--- config.mk ---
export PLATFORM = sky130hd
export DESIGN_NAME = tcap_top
export DESIGN_NICKNAME = d
export VERILOG_FILES = /design/src/rtl/tcap_pkg.sv /design/src/rtl/tcap_sync.sv /design/src/rtl/tcap_evt.sv /design/src/rtl/tcap_fifo.sv /design/src/rtl/tcap_irq.sv /design/src/rtl/tcap_top.sv
export SDC_FILE = /design/constraint.sdc
export NUM_CORES = 1
export LEC_CHECK = 0
export ABC_AREA = 1
export BUFFER_PORTS_ARGS = -buffer_cell sky130_fd_sc_hd__buf_2
export CORE_AREA = 5 5 154 156
export DETAILED_ROUTE_END_ITERATION = 7
export DIE_AREA = 0 0 159 161
export HOLD_SLACK_MARGIN = 0.15
export PLACE_DENSITY = 0.53
export SLEW_MARGIN = 5
export SYNTH_ARGS = -nofsm -noshare
export SYNTH_HDL_FRONTEND = slang
export SYNTH_SLANG_ARGS = --single-unit
--- constraint.sdc ---
create_clock -name clk_i -period 2.9 [get_ports clk_i]
set_clock_uncertainty 0.05 [all_clocks]
set_input_delay 0.725 -clock clk_i [delete_from_list [all_inputs] [get_ports clk_i]]
set_output_delay 0.725 -clock clk_i [all_outputs]
set_load 0.005 [all_outputs]
--- src/rtl/tcap_pkg.sv ---
package tcap_pkg;
  typedef enum logic [2:0] {
    MODE_OFF    = 3'b000,
    MODE_ANY    = 3'b001,
    MODE_FALL   = 3'b010,
    MODE_RISE   = 3'b011,
    MODE_RISE_A = 3'b100,
    MODE_RISE_B = 3'b101,
    MODE_ALT    = 3'b110,
    MODE_RSV    = 3'b111
  } cap_mode_e;

  // bit 0 en, 3:1 mode, 4 first_rise, 6:5 irq_div, 7 sel_a, 8 wide, 9 halt_idle
  typedef struct packed {
    logic      halt_idle;
    logic      wide;
    logic      sel_a;
    logic [1:0] irq_div;
    logic      first_rise;
    cap_mode_e mode;
    logic      en;
  } cap_ctrl_t;

  localparam int CTRL_W = $bits(cap_ctrl_t);
endpackage

--- src/rtl/tcap_sync.sv ---
module tcap_sync #(
  parameter int STAGES = 2
) (
  input  logic clk_i,
  input  logic rst_ni,
  input  logic pin_i,
  output logic rise_o,
  output logic fall_o
);
  logic [STAGES-1:0] sync_q;
  logic              last_q;
  logic              lvl;

  assign lvl = sync_q[STAGES-1];

  always_ff @(posedge clk_i or negedge rst_ni) begin
    if (!rst_ni) begin
      sync_q <= '0;
      last_q <= 1'b0;
    end else begin
      sync_q <= {sync_q[STAGES-2:0], pin_i};
      last_q <= lvl;
    end
  end

  assign rise_o = lvl & ~last_q;
  assign fall_o = ~lvl & last_q;
endmodule

--- src/rtl/tcap_evt.sv ---
module tcap_evt
  import tcap_pkg::*;
#(
  parameter int PRE_A = 4,
  parameter int PRE_B = 16
) (
  input  logic      clk_i,
  input  logic      rst_ni,
  input  logic      clr_i,
  input  logic      run_i,
  input  cap_mode_e mode_i,
  input  logic      first_rise_i,
  input  logic      rise_i,
  input  logic      fall_i,
  output logic      evt_o
);
  localparam int PW = $clog2(PRE_B);

  logic [PW-1:0] pre_q;
  logic          armed_q;
  logic          next_rise_q;
  logic          want_rise;
  logic          hit_a;
  logic          hit_b;
  logic          pre_mode;
  logic          raw_evt;

  // before the first alternate capture the live first-edge bit decides
  assign want_rise = armed_q ? next_rise_q : first_rise_i;
  assign hit_a     = (pre_q == PW'(PRE_A - 1));
  assign hit_b     = (pre_q == PW'(PRE_B - 1));
  assign pre_mode  = (mode_i == MODE_RISE_A) || (mode_i == MODE_RISE_B);

  always_comb begin
    unique case (mode_i)
      MODE_ANY:    raw_evt = rise_i | fall_i;
      MODE_FALL:   raw_evt = fall_i;
      MODE_RISE:   raw_evt = rise_i;
      MODE_RISE_A: raw_evt = rise_i & hit_a;
      MODE_RISE_B: raw_evt = rise_i & hit_b;
      MODE_ALT:    raw_evt = want_rise ? rise_i : fall_i;
      default:     raw_evt = 1'b0;
    endcase
  end

  assign evt_o = run_i & raw_evt;

  always_ff @(posedge clk_i or negedge rst_ni) begin
    if (!rst_ni) begin
      pre_q       <= '0;
      armed_q     <= 1'b0;
      next_rise_q <= 1'b0;
    end else if (clr_i) begin
      pre_q       <= '0;
      armed_q     <= 1'b0;
      next_rise_q <= 1'b0;
    end else if (run_i) begin
      if (rise_i && pre_mode) begin
        if ((mode_i == MODE_RISE_A && hit_a) || (mode_i == MODE_RISE_B && hit_b))
          pre_q <= '0;
        else
          pre_q <= pre_q + 1'b1;
      end
      if (mode_i == MODE_ALT && evt_o) begin
        armed_q     <= 1'b1;
        next_rise_q <= ~want_rise;
      end
    end
  end
endmodule

--- src/rtl/tcap_fifo.sv ---
module tcap_fifo #(
  parameter int DW    = 32,
  parameter int DEPTH = 4
) (
  input  logic                         clk_i,
  input  logic                         rst_ni,
  input  logic                         clr_i,
  input  logic                         push_i,
  input  logic [DW-1:0]                wdata_i,
  input  logic                         pop_i,
  output logic [DW-1:0]                rdata_o,
  output logic [$clog2(DEPTH+1)-1:0]   count_o,
  output logic                         empty_o,
  output logic                         ovf_o
);
  localparam int AW = (DEPTH > 1) ? $clog2(DEPTH) : 1;
  localparam int CW = $clog2(DEPTH + 1);

  logic [DW-1:0] mem_q [DEPTH];
  logic [AW-1:0] wptr_q, rptr_q;
  logic [CW-1:0] cnt_q, cnt_d;
  logic          full;
  logic          push_ok, pop_ok;
  logic          ovf_q;

  assign full    = (cnt_q == CW'(DEPTH));
  assign empty_o = (cnt_q == '0);
  assign push_ok = push_i & ~full;
  assign pop_ok  = pop_i & ~empty_o;
  assign cnt_d   = cnt_q + CW'(push_ok) - CW'(pop_ok);

  function automatic logic [AW-1:0] ptr_inc(input logic [AW-1:0] p);
    return (p == AW'(DEPTH - 1)) ? '0 : p + 1'b1;
  endfunction

  always_ff @(posedge clk_i or negedge rst_ni) begin
    if (!rst_ni) begin
      wptr_q <= '0;
      rptr_q <= '0;
      cnt_q  <= '0;
      ovf_q  <= 1'b0;
    end else if (clr_i) begin
      wptr_q <= '0;
      rptr_q <= '0;
      cnt_q  <= '0;
      ovf_q  <= 1'b0;
    end else begin
      if (push_ok) wptr_q <= ptr_inc(wptr_q);
      if (pop_ok)  rptr_q <= ptr_inc(rptr_q);
      cnt_q <= cnt_d;
      if (push_i && full)  ovf_q <= 1'b1;
      else if (cnt_d == '0) ovf_q <= 1'b0;
    end
  end

  always_ff @(posedge clk_i) begin
    if (push_ok && !clr_i) mem_q[wptr_q] <= wdata_i;
  end

  assign rdata_o = mem_q[rptr_q];
  assign count_o = cnt_q;
  assign ovf_o   = ovf_q;
endmodule

--- src/rtl/tcap_irq.sv ---
module tcap_irq #(
  parameter int DIV_W = 2
) (
  input  logic             clk_i,
  input  logic             rst_ni,
  input  logic             clr_i,
  input  logic             evt_i,
  input  logic [DIV_W-1:0] div_i,
  output logic             irq_o
);
  logic [DIV_W-1:0] cnt_q;
  logic             irq_q;

  always_ff @(posedge clk_i or negedge rst_ni) begin
    if (!rst_ni) begin
      cnt_q <= '0;
      irq_q <= 1'b0;
    end else if (clr_i) begin
      cnt_q <= '0;
      irq_q <= 1'b0;
    end else begin
      irq_q <= 1'b0;
      if (evt_i) begin
        if (cnt_q >= div_i) begin
          cnt_q <= '0;
          irq_q <= 1'b1;
        end else begin
          cnt_q <= cnt_q + 1'b1;
        end
      end
    end
  end

  assign irq_o = irq_q;
endmodule

--- src/rtl/tcap_top.sv ---
module tcap_top
  import tcap_pkg::*;
#(
  parameter int TMR_W       = 16,
  parameter int DEPTH       = 4,
  parameter int SYNC_STAGES = 2,
  parameter int PRE_A       = 4,
  parameter int PRE_B       = 16,
  parameter int REG_W       = 32
) (
  input  logic               clk_i,
  input  logic               rst_ni,
  input  logic               reg_we_i,
  input  logic               reg_addr_i,
  input  logic [REG_W-1:0]   reg_wdata_i,
  output logic [REG_W-1:0]   reg_rdata_o,
  input  logic               cap_rd_i,
  output logic [2*TMR_W-1:0] cap_data_o,
  input  logic               pin_i,
  input  logic [TMR_W-1:0]   tmr_a_i,
  input  logic [TMR_W-1:0]   tmr_b_i,
  input  logic               idle_i,
  output logic               irq_o
);
  localparam int CAP_W = 2 * TMR_W;
  localparam int CW    = $clog2(DEPTH + 1);

  cap_ctrl_t      ctrl_q;
  logic           ctrl_wr;
  logic           ctrl_en;
  logic           halt_now;
  logic           run;
  logic           pin_rise, pin_fall;
  logic           cap_evt;
  logic [CAP_W-1:0] cap_src;
  logic [CW-1:0]  fifo_cnt;
  logic           fifo_empty;
  logic           ovf_flag;
  logic           irq_raw;
  logic           unused_wdata;

  assign unused_wdata = ^reg_wdata_i[REG_W-1:CTRL_W];

  assign ctrl_wr  = reg_we_i & ~reg_addr_i;
  assign ctrl_en  = ctrl_q.en;
  assign halt_now = ctrl_q.halt_idle & idle_i;
  assign run      = ctrl_en & ~halt_now;

  always_ff @(posedge clk_i or negedge rst_ni) begin
    if (!rst_ni)      ctrl_q <= '0;
    else if (ctrl_wr) ctrl_q <= cap_ctrl_t'(reg_wdata_i[CTRL_W-1:0]);
  end

  always_comb begin
    reg_rdata_o = '0;
    if (!reg_addr_i) begin
      reg_rdata_o[CTRL_W-1:0] = ctrl_q;
    end else begin
      reg_rdata_o[0] = ~fifo_empty;
      reg_rdata_o[1] = ovf_flag;
    end
  end

  tcap_sync #(.STAGES(SYNC_STAGES)) u_sync (
    .clk_i  (clk_i),
    .rst_ni (rst_ni),
    .pin_i  (pin_i),
    .rise_o (pin_rise),
    .fall_o (pin_fall)
  );

  tcap_evt #(.PRE_A(PRE_A), .PRE_B(PRE_B)) u_evt (
    .clk_i        (clk_i),
    .rst_ni       (rst_ni),
    .clr_i        (ctrl_wr | ~ctrl_en),
    .run_i        (run),
    .mode_i       (ctrl_q.mode),
    .first_rise_i (ctrl_q.first_rise),
    .rise_i       (pin_rise),
    .fall_i       (pin_fall),
    .evt_o        (cap_evt)
  );

  always_comb begin
    if (ctrl_q.wide)       cap_src = {tmr_b_i, tmr_a_i};
    else if (ctrl_q.sel_a) cap_src = {{TMR_W{1'b0}}, tmr_a_i};
    else                   cap_src = {{TMR_W{1'b0}}, tmr_b_i};
  end

  tcap_fifo #(.DW(CAP_W), .DEPTH(DEPTH)) u_fifo (
    .clk_i   (clk_i),
    .rst_ni  (rst_ni),
    .clr_i   (~ctrl_en),
    .push_i  (cap_evt),
    .wdata_i (cap_src),
    .pop_i   (cap_rd_i),
    .rdata_o (cap_data_o),
    .count_o (fifo_cnt),
    .empty_o (fifo_empty),
    .ovf_o   (ovf_flag)
  );

  tcap_irq #(.DIV_W(2)) u_irq (
    .clk_i  (clk_i),
    .rst_ni (rst_ni),
    .clr_i  (~ctrl_en),
    .evt_i  (cap_evt),
    .div_i  (ctrl_q.irq_div),
    .irq_o  (irq_raw)
  );

  assign irq_o = irq_raw & ctrl_en;
endmodule

* Word level (Yosys, flattened, before mapping) *
Memory sizes are Yosys's and may differ from the RTL's.
Index checks and enable logic that the tools add are counted.

storage, ports and cells
  bits in registers = 30
  latch bits = 0
  bits in writable memories = 128
  bits in read-only memories = 0
  input bits = 71
  output and inout bits = 65
  memories kept = 1

cells by class
  add/sub/neg operators = 6
  multiply operators = 0
  divide/modulo/power cells = 0
  magnitude comparators = 1
  eq/ne operators = 15
  shift operators = 0
  muxes and demuxes = 35
  bitwise logic cells = 21
  reductions and logical operators = 15

memory list
  name          words  width  rd ports  clocked after Yosys merged registers in  write ports  line             RTL
  u_fifo.mem_q  4      32     1         0                                        1            tcap_fifo.sv:19  logic [DW-1:0] mem_q [DEPTH];

operators with widths
  kind                                                                      count
  32-bit 2-to-1 mux                                                         1
  2-bit 2-to-1 mux                                                          10
  1-bit 2-to-1 mux                                                          16
  16-bit 2-to-1 mux                                                         1
  4-bit 2-to-1 mux                                                          4
  3-bit == test (second input constant)                                     4
  1-bit AND                                                                 11
  8-bit 2-to-1 mux                                                          1
  1-bit inverter                                                            8
  2-bit by 1-bit adder with 2-bit output (second input constant)            3
  3-bit by 2-bit == test with 1-bit output (second input constant)          2
  1-bit logical AND                                                         6
  3-bit zero test                                                           2
  2-bit by 1-bit inequality test with 1-bit output (second input constant)  3
  1-bit case mux with 6 select lines                                        1
  2-bit nonzero test                                                        3
  4-bit by 1-bit adder with 4-bit output (second input constant)            1
  2-bit == test (second input constant)                                     2
  4-bit by 2-bit == test with 1-bit output (second input constant)          1
  4-bit == test (second input constant)                                     1
  2-bit AND reduction                                                       2
  3-bit by 1-bit adder with 3-bit output                                    1
  3-bit by 1-bit == test with 1-bit output (second input constant)          1
  3-bit 2-to-1 mux                                                          1
  other kinds (5)                                                           7

* Longest topological paths before layout *
Gate-level depths: netlist (run 1).

  depth in word-level cells = 12
  mapped depth = 16

* Modules after synthesis *
A second synthesis (run 1) with hierarchy kept.

unflattened totals
  cells, all modules = 662
  area total of the unflattened synthesis = 7119.3 um^2

by module, submodules not included
  module     times used  cells each  area an instance (um^2)  sequential area each (um^2)
  tcap_fifo  1           377         5261.3                   4043.9
  tcap_top   1           181         1089.8                   250.2
  tcap_evt   1           72          474.2                    150.1
  tcap_irq   1           25          203.9                    75.1
  tcap_sync  1           7           90.1                     75.1

* Least setup slack after synthesis (run 1) *
No wires, ideal clock.

  path kind = register -> register
  start point = register u_sync.last_q
  end point = memory u_fifo.mem_q[0][0] (enable)
  arrival time = 2483 ps
  slack = -55 ps
  stages on the path, launching flop included = 10
  buffers on the path = 0
  cell sequence = dfrtp_1 > inv_1 > ha_1 > inv_1 > nand3_1 > nand3_1 > nand2_1 > nand3_2 > nand3b_2 > nor2_1

on the way
  word-level cells in the longest chain between the ends = 9
  elaborated cells between the ends (all ways) = 13

RTL lines
  element                                         line             RTL
  from (decl)                                     tcap_sync.sv:11  logic last_q;
  from (signal assigned)                          tcap_sync.sv:22  last_q <= lvl;
  1-bit inverter                                  tcap_sync.sv:26  assign rise_o = lvl & ~last_q;
  1-bit AND                                       tcap_sync.sv:26
  1-bit 2-to-1 mux, or another cell as far along  tcap_evt.sv:41   MODE_ALT: raw_evt = want_rise ? rise_i : fall_i;
  1-bit case mux with 6 select lines (*)          tcap_evt.sv:35   unique case (mode_i)
  1-bit AND (*)                                   tcap_evt.sv:46   assign evt_o = run_i & raw_evt;
  1-bit AND (*)                                   tcap_fifo.sv:28  assign push_ok = push_i & ~full;
  1-bit logical AND (*)                           tcap_fifo.sv:57  if (push_ok && !clr_i) mem_q[wptr_q] <= wdata_i;
  1-bit 2-to-1 mux (*)                            tcap_fifo.sv:57
  1-bit 2-to-1 mux (not written as such) (*)      tcap_fifo.sv:57
  to (decl)                                       tcap_fifo.sv:19

Every way passes the cells marked *; elsewhere a longest branch is shown, timed or not.

* Worst setup path in the final report (run 1) *
  start point = register u_fifo.rptr_q[0]
  end point = output port cap_data_o[24]

on the way
  word-level cells in the longest chain between the ends = 1

RTL lines
  element                 line             RTL
  from (decl)             tcap_fifo.sv:20  logic [AW-1:0] wptr_q, rptr_q;
  from (signal assigned)  tcap_fifo.sv:49  if (pop_ok) rptr_q <= ptr_inc(rptr_q);
  memory 4 x 32 bit       -
  to (decl)               tcap_top.sv:18   output logic [2*TMR_W-1:0] cap_data_o,

No other way between the ends.

==> results of run 1 <==
==> synth_stat cells, drive strengths merged <==
master | number | share of area (%)
nand3 | 24 | 1.8
a21oi | 15 | 1.1
mux2 | 16 | 2.6
clkbuf | 15 | 0.81
buf | 33 | 3.3
nor3 | 4 | 0.43
xor2 | 3 | 0.38
edfxtp | 128 | 56
nand3b | 3 | 0.38
nor2 | 100 | 5.8
xnor2 | 1 | 0.13
o21ai | 72 | 5.2
inv | 58 | 3.1
dfrtp | 30 | 11
fa | 1 | 0.29
nand2 | 52 | 3.0
conb | 1 | 0.054
ha | 12 | 2.2
o211ai | 1 | 0.11
o22ai | 32 | 2.9
==> metal layers <==
layer | wire length [µm] | part of all wire, % | vias to the layer above
li1 | - | - | 2231
met1 | 6271 | 41 | 2139
met2 | 7636 | 51 | 117
met3 | 1082 | 7.2 | 11
met4 | 127 | 0.84 | 0
met5 | 0 | 0 | -
==> final cells by class <==
class | count | area, µm²
clock buffer | 17 | 425.4
clock inverter | 15 | 173.9
timing repair buffer | 103 | 611.8
sequential | 158 | 4596
multi-input combinational | 358 | 1933
inverter | 58 | 217.7
fill | 2178 | 13910
tap | 285 | 356.6
==> per-stage QoR <==
stage                     worst slack [ns]  cell area (µm²)
after floorplan                   -0.05459             7000
after global placement              0.3979             7711
after detailed placement            0.3830             7711
after CTS                          0.06617             8310
after global routing               0.07693             8314
final                               0.2249             8314
==> how the worst max path moves through the flow <==
stage	from	endpoint	slack, ns	depth (start not counted)
after floorplan	u_sync.last_q	u_fifo.mem_q[0][0]	-0.05	9
after global placement	idle_i	u_fifo.ovf_o	0.40	13
after detailed placement	idle_i	u_fifo.ovf_o	0.38	13
after CTS	u_fifo.rptr_q[0]	cap_data_o[29]	0.07	4
after global routing	u_fifo.rptr_q[0]	cap_data_o[18]	0.08	5
final	u_fifo.rptr_q[0]	cap_data_o[24]	0.22	5
==> cell usage in the layout, fill, tap and decap left out, types with 2 or more instances in the layout <==
cell,n
nor3_1,2
clkbuf_16,17
nand3b_1,2
nor2_1,91
buf_12,5
o22ai_1,32
buf_2,91
a21oi_1,15
edfxtp_1,128
inv_2,5
buf_4,6
ha_1,12
clkinv_8,3
dfrtp_1,29
nor2_2,2
clkinvlp_4,2
nand2_1,49
xor2_1,3
inv_8,2
inv_6,6
nand2_2,2
mux2_1,2
nor3_2,2
conb_1,22
nor2_4,7
mux2_2,14
inv_1,53
o21ai_0,72
nand3_1,23
==> power by group through the flow <==
stage | combinational (mW) | sequential (mW) | clock, mW
floorplan | 0.753 | 2.63 | 0
global placement | 1.20 | 2.64 | 0
detailed placement | 1.21 | 2.64 | 0
CTS | 1.21 | 2.59 | 2.27
global route | 1.35 | 2.60 | 2.39
finish | 1.19 | 2.59 | 2.21
==> kinds of logic (layout without fill, tap and decap cells) <==
kind of cell	after synthesis	count (layout)	share of synthesized area, %
and+or+nand+nor	183	183	11.44
DFF	158	158	66.38
AOI/OAI and AO/OA	120	120	9.291
other	1	22	0.05418
buffers and inverters	106	193	7.267
xor gates and xnor gates	4	4	0.5062
adders and majority gates	13	13	2.458
muxes	16	16	2.603
==> sequential cells by signal, indices dropped and copies added (netlist names) <==
name               count
u_fifo.mem_q         128
ctrl_q                 9
u_evt.pre_q            4
u_fifo.count_o         3
u_fifo.rptr_q          2
u_fifo.wptr_q          2
u_irq.cnt_q            2
u_sync.sync_q          2
ctrl_en                1
u_evt.armed_q          1
u_evt.next_rise_q      1
u_fifo.ovf_o           1
u_irq.irq_o            1
u_sync.last_q          1
==> timing repair <==
action	4_1_cts	5_1_grt
setup buffers	0	0
gates resized for setup	0	1
endpoints found under the setup margin	0	5
==> worst register-to-register path, stage by stage (launching register included) <==
cell and delay (ns):
dfrtp_1 0.35, inv_1 0.04, ha_1 0.28, inv_1 0.05, nand3_1 0.07, nand3_1 0.07
nand2_1 0.06, nand3_2 0.13, nand2_4 0.09, nor2_4 0.11, ha_1 0.15, inv_1 0.05
fa_1 0.37, xor2_1 0.23, nand3b_1 0.11, nand3_1 0.08, nand2_1 0.05
==> flow_metrics.env, run 1 <==
export IMPL_cts_htree_levels=4
export IMPL_cts_hold_fix_buffers=0
export IMPL_dr_pass1_iters=4
export IMPL_use_met1_pct=14.48
export IMPL_hold_class="primary input to async pin"
export IMPL_nets=780
export IMPL_internal_power_mw=4.214
export IMPL_synth_cells=601
export IMPL_reg2reg_slack_ns=0.45
export IMPL_gr_total_overflow=0
export IMPL_timing_critical_path_max_delay_family="buffers and inverters"
export IMPL_syn_to_final_growth_pct=20.12
export IMPL_syn_area_per_cell_um2=11.52
export IMPL_power_density_nw_per_um2=719.9
export IMPL_hpwl_um=9485
export IMPL_seq_area_frac_synth_pct=66.38
export IMPL_ys_ff_latch=158
export IMPL_use_met2_pct=20.86
export IMPL_antenna_cells=0
export IMPL_path_max_fanout=34
export IMPL_yosysUniqueCellTypes=31
export IMPL_drive_above_1_share_pct=24.12
export IMPL_fmax_mhz=373.8
export IMPL_grt_antenna_before_repair=0
export IMPL_path_class="flop to output port"
export IMPL_setup_viol=0
export IMPL_rr_endpoint="u_fifo.ovf_o"
export IMPL_gp_congestion=0.7368
export IMPL_crit_path_end_kind="output port"
export IMPL_vias=4498
export IMPL_finalMaxSlewViolations=0
export IMPL_worst_setup_path_start_kind="flop"
export IMPL_p_sw_share_pct=29.60
export IMPL_die_y_um=161
export IMPL_power_share_clock_pct=36.9
export IMPL_yosysWarnings=0
export IMPL_vias_per_cell=4.525
export IMPL_start_util_pct=31.14
export IMPL_final_util_pct=37.41
export IMPL_core_area_um2=22230
export IMPL_peakVddDrop_v=0.0004435
export IMPL_die_w_um=159
export IMPL_maxCapViolations=0
export IMPL_dp_cells=962
export IMPL_crit_chain="inv_2 -> buf_12 -> o21ai_0 -> o22ai_1 -> buf_2"
export IMPL_finalHoldViolations=0
export IMPL_worstPathArrival_ns=1.90
export IMPL_drt_initial_drc_count=260
export IMPL_fin_cells=994
export IMPL_grt_pass1_vias=4594
export IMPL_power_leakage_nw=3.379
export IMPL_fp_row_count=55
export IMPL_worstMarginPinSlew_ns=0.6986
export IMPL_reg2reg_depth=16
export IMPL_finalCritPeriodShare_pct=92.25
export IMPL_hold_worst_slack_ns=0.2965
export IMPL_pwr_share_comb_pct=19.8
export IMPL_clock_latency_ns=0.42
export IMPL_r2r_start="u_sync.last_q"
export IMPL_netlist_area_um2=6922
export IMPL_cpPeakStageDelay_ns=0.41
export IMPL_grt_start_max_net_pins=67
export IMPL_critPathRequiredTime_ns=2.12
export IMPL_grt_setup_unrepaired="no"
export IMPL_min_period_ns=2.675
export IMPL_track_usage_pct=12.01
export IMPL_top_usage_layer="met2"
export IMPL_grt_pass1_wl_um=24210
export IMPL_use_met3_pct=3.853
export IMPL_remaining_drc_errors=0
export IMPL_wirelength_um=15120
export IMPL_post_drt_wl_per_cell_um=15.21
export IMPL_seqPwrFrac_pct=43.3
export IMPL_outcome="finished, final reports clean"
export IMPL_clk_root_buffer_cell="clkbuf_16"
export IMPL_ant_nets=0
export IMPL_critPathSlowestCell="dfrtp_2"
export IMPL_maxSlewHeadroom_pct=53.43
export IMPL_cts_buffers=17
export IMPL_io_buffers=91
export IMPL_crit_buf_inv=3
export IMPL_cts_sinks=158
export IMPL_clk_pin_slew_ns=0.07
export IMPL_power_total_mw=5.986
export IMPL_cts_tree="yes"
export IMPL_pin_count=136
export IMPL_switchingPower_mw=1.772
export IMPL_fin_tns_setup_ns=0
export IMPL_dieArea_um2=25600
export IMPL_clockBufferDepth=2
(Power assumes the default switching activity.)
==> inputs of run 2 (changes only) <==
--- a/config.mk
+++ b/config.mk
@@ -7,11 +7,11 @@
 export LEC_CHECK = 0
 export ABC_AREA = 1
 export BUFFER_PORTS_ARGS = -buffer_cell sky130_fd_sc_hd__buf_2
-export CORE_AREA = 5 5 154 156
+export CORE_AREA = 5 5 124 126
 export DETAILED_ROUTE_END_ITERATION = 7
-export DIE_AREA = 0 0 159 161
+export DIE_AREA = 0 0 129 131
 export HOLD_SLACK_MARGIN = 0.15
-export PLACE_DENSITY = 0.53
+export PLACE_DENSITY = 0.76
 export SLEW_MARGIN = 5
 export SYNTH_ARGS = -nofsm -noshare
 export SYNTH_HDL_FRONTEND = slang
==> flow_metrics.env, run 2 (synthesis results as in run 1) <==
export IMPL_largest_reg_flops=128
export IMPL_switchingPower_mw=1.738
export IMPL_power_density_nw_per_um2=735.0
export IMPL_drive_above_1_share_pct=24.01
export IMPL_dp_cells=860
export IMPL_vias=4754
export IMPL_finish_instance_area_um2=8184
export IMPL_top_regs="u_fifo.mem_q x128, ctrl_q x9, u_evt.pre_q x4"
export IMPL_io_buffers=91
export IMPL_power_share_clock_pct=37.1
export IMPL_path_max_fanout=42
export IMPL_vias_per_cell=5.330
export IMPL_syn_to_final_growth_pct=18.24
export IMPL_die_w_um=129
export IMPL_peakVddDrop_v=0.0005224
export IMPL_antenna_cells=0
export IMPL_track_usage_pct=18.15
export IMPL_clk_pin_slew_ns=0.06
export IMPL_clk_root_buffer_cell="clkbuf_16"
export IMPL_wirelength_um=14740
export IMPL_setup_viol=0
export IMPL_finalWorstSetupSlack_ns=0.2185
export IMPL_grt_setup_unrepaired="no"
export IMPL_largest_register="u_fifo.mem_q"
export IMPL_dr_pass1_iters=5
export IMPL_hold_class="primary input to async pin"
export IMPL_gp_congestion=0.8046
export IMPL_min_period_ns=2.682
export IMPL_pwr_share_comb_pct=19.7
export IMPL_hold_worst_slack_ns=0.2717
export IMPL_grt_pass1_vias=4746
export IMPL_critPathSlowestCell="dfrtp_2"
export IMPL_remaining_drc_errors=0
export IMPL_use_met2_pct=29.76
export IMPL_use_met1_pct=21.83
export IMPL_die_y_um=131
export IMPL_post_drt_wl_per_cell_um=16.52
export IMPL_final_common_cell="edfxtp_1"
export IMPL_placed_cell_area_um2=7577
export IMPL_drt_initial_drc_count=308
export IMPL_cpPeakStageDelay_ns=0.42
export IMPL_cts_sinks=158
export IMPL_timing_critical_path_max_delay_family="buffers and inverters"
export IMPL_fmax_mhz=372.9
export IMPL_clockBufferDepth=2
export IMPL_finalMaxSlewViolations=0
export IMPL_outcome="finished, final reports clean"
export IMPL_finalHoldViolations=0
export IMPL_core_area_um2=14200
export IMPL_use_met3_pct=5.407
export IMPL_crit_path_end_kind="output port"
export IMPL_path_class="flop to output port"
export IMPL_top_usage_layer="met2"
export IMPL_gr_total_overflow=0
export IMPL_cts_tree="yes"
export IMPL_crit_chain="clkinv_2 -> buf_12 -> o21ai_0 -> o22ai_1 -> buf_2"
export IMPL_maxCapViolations=0
export IMPL_pin_count=136
export IMPL_power_leakage_nw=3.378
export IMPL_nets=779
export IMPL_finalCritPeriodShare_pct=92.47
export IMPL_p_sw_share_pct=28.89
export IMPL_worstMarginPinSlew_ns=0.6577
export IMPL_clock_latency_ns=0.43
export IMPL_internal_power_mw=4.277
export IMPL_final_cell_mix="128 x edfxtp_1, 91 x nor2_1, 91 x buf_2"
export IMPL_worstPathArrival_ns=1.91
export IMPL_fin_tns_setup_ns=0
export IMPL_crit_buf_inv=3
export IMPL_place_ws_ns=0.3838
export IMPL_worst_setup_path_start_kind="flop"
export IMPL_cts_hold_fix_buffers=0
export IMPL_dieArea_um2=16900
export IMPL_grt_start_max_net_pins=67
export IMPL_cts_htree_levels=4
export IMPL_seqPwrFrac_pct=43.2
export IMPL_start_util_pct=48.73
export IMPL_maxSlewHeadroom_pct=56.15
export IMPL_cts_buffers=17
export IMPL_ant_nets=0
export IMPL_grt_pass1_wl_um=23350
export IMPL_fin_cells=892
export IMPL_grt_antenna_before_repair=0
export IMPL_critPathRequiredTime_ns=2.12
export IMPL_fp_row_count=44
export IMPL_hpwl_um=9211
run 2: changes by cell type in the layout (fill, tap and decap cells not counted):
cell	change
clkinv_2	+2
clkinv_8	-2
buf_4	-1
bufinv_16	+1
clkinv_4	+1
inv_2	-1
inv_6	-1
run 2: layout make-up:
class                      count  area [µm²]
multi-input combinational    358        1933
inverter                      58       219.0
tap                          184       230.2
sequential                   158        4596
clock inverter                15       176.4
clock buffer                  17       425.4
timing repair buffer         102       604.3
fill                        1126        6020
run 2: power by group through the flow:
stage	combinational [mW]	sequential, mW	clock, mW
after detailed placement	1.18	2.64	0
after CTS	1.19	2.60	2.26
after floorplan	0.753	2.63	0
final	1.19	2.60	2.23
after global routing	1.35	2.60	2.37
after global placement	1.13	2.64	0
run 2: layer usage:
layer / share of wire [%] / wire, µm / up-vias
met2: 51 / 7453 / 174
met5: 0 / 0 / -
met4: 3.1 / 462 / 0
met1: 40 / 5860 / 2315
met3: 6.5 / 958 / 39
li1: - / - / 2226
run 2: what timing repair did:
item                       CTS  global route
setup endpoints to repair    0             1
hold endpoints to repair     0             0
setup buffers                0             0
gates resized for setup      0             2
run 2: worst register-to-register path: stages (launching register included):
cell and delay (ns):
dfrtp_1 0.41, nor3_1 0.39, inv_1 0.08, nand2_1 0.10
inv_1 0.06, ha_1 0.27, inv_1 0.07, ha_1 0.13
inv_1 0.04, fa_1 0.37, xor2_1 0.24, nand3b_1 0.11
nand3_1 0.08, nand2_1 0.05
run 2: path summary, 6_finish.rpt:
path,start,to,slack (ns),depth (start not counted)
worst max-delay path,u_fifo.rptr_q[0],cap_data_o[28],0.22,5
max in group asynchronous,rst_ni,u_fifo.rptr_q[0],2.06,1
min in group clk_i,u_sync.sync_q[0],u_sync.sync_q[1],0.31,0
worst min register to register,u_sync.sync_q[0],u_sync.sync_q[1],0.31,0
worst min-delay path,rst_ni,u_irq.cnt_q[1],0.27,1
worst max register to register,u_fifo.count_o[0],u_fifo.ovf_o,0.34,13
run 2: stage by stage:
stage	util (%)	power, mW
after floorplan	-	3.388
after global placement	53.35	3.770
after detailed placement	53.35	3.824
after CTS	57.58	6.043
after global routing	57.62	6.327
final	57.62	6.015
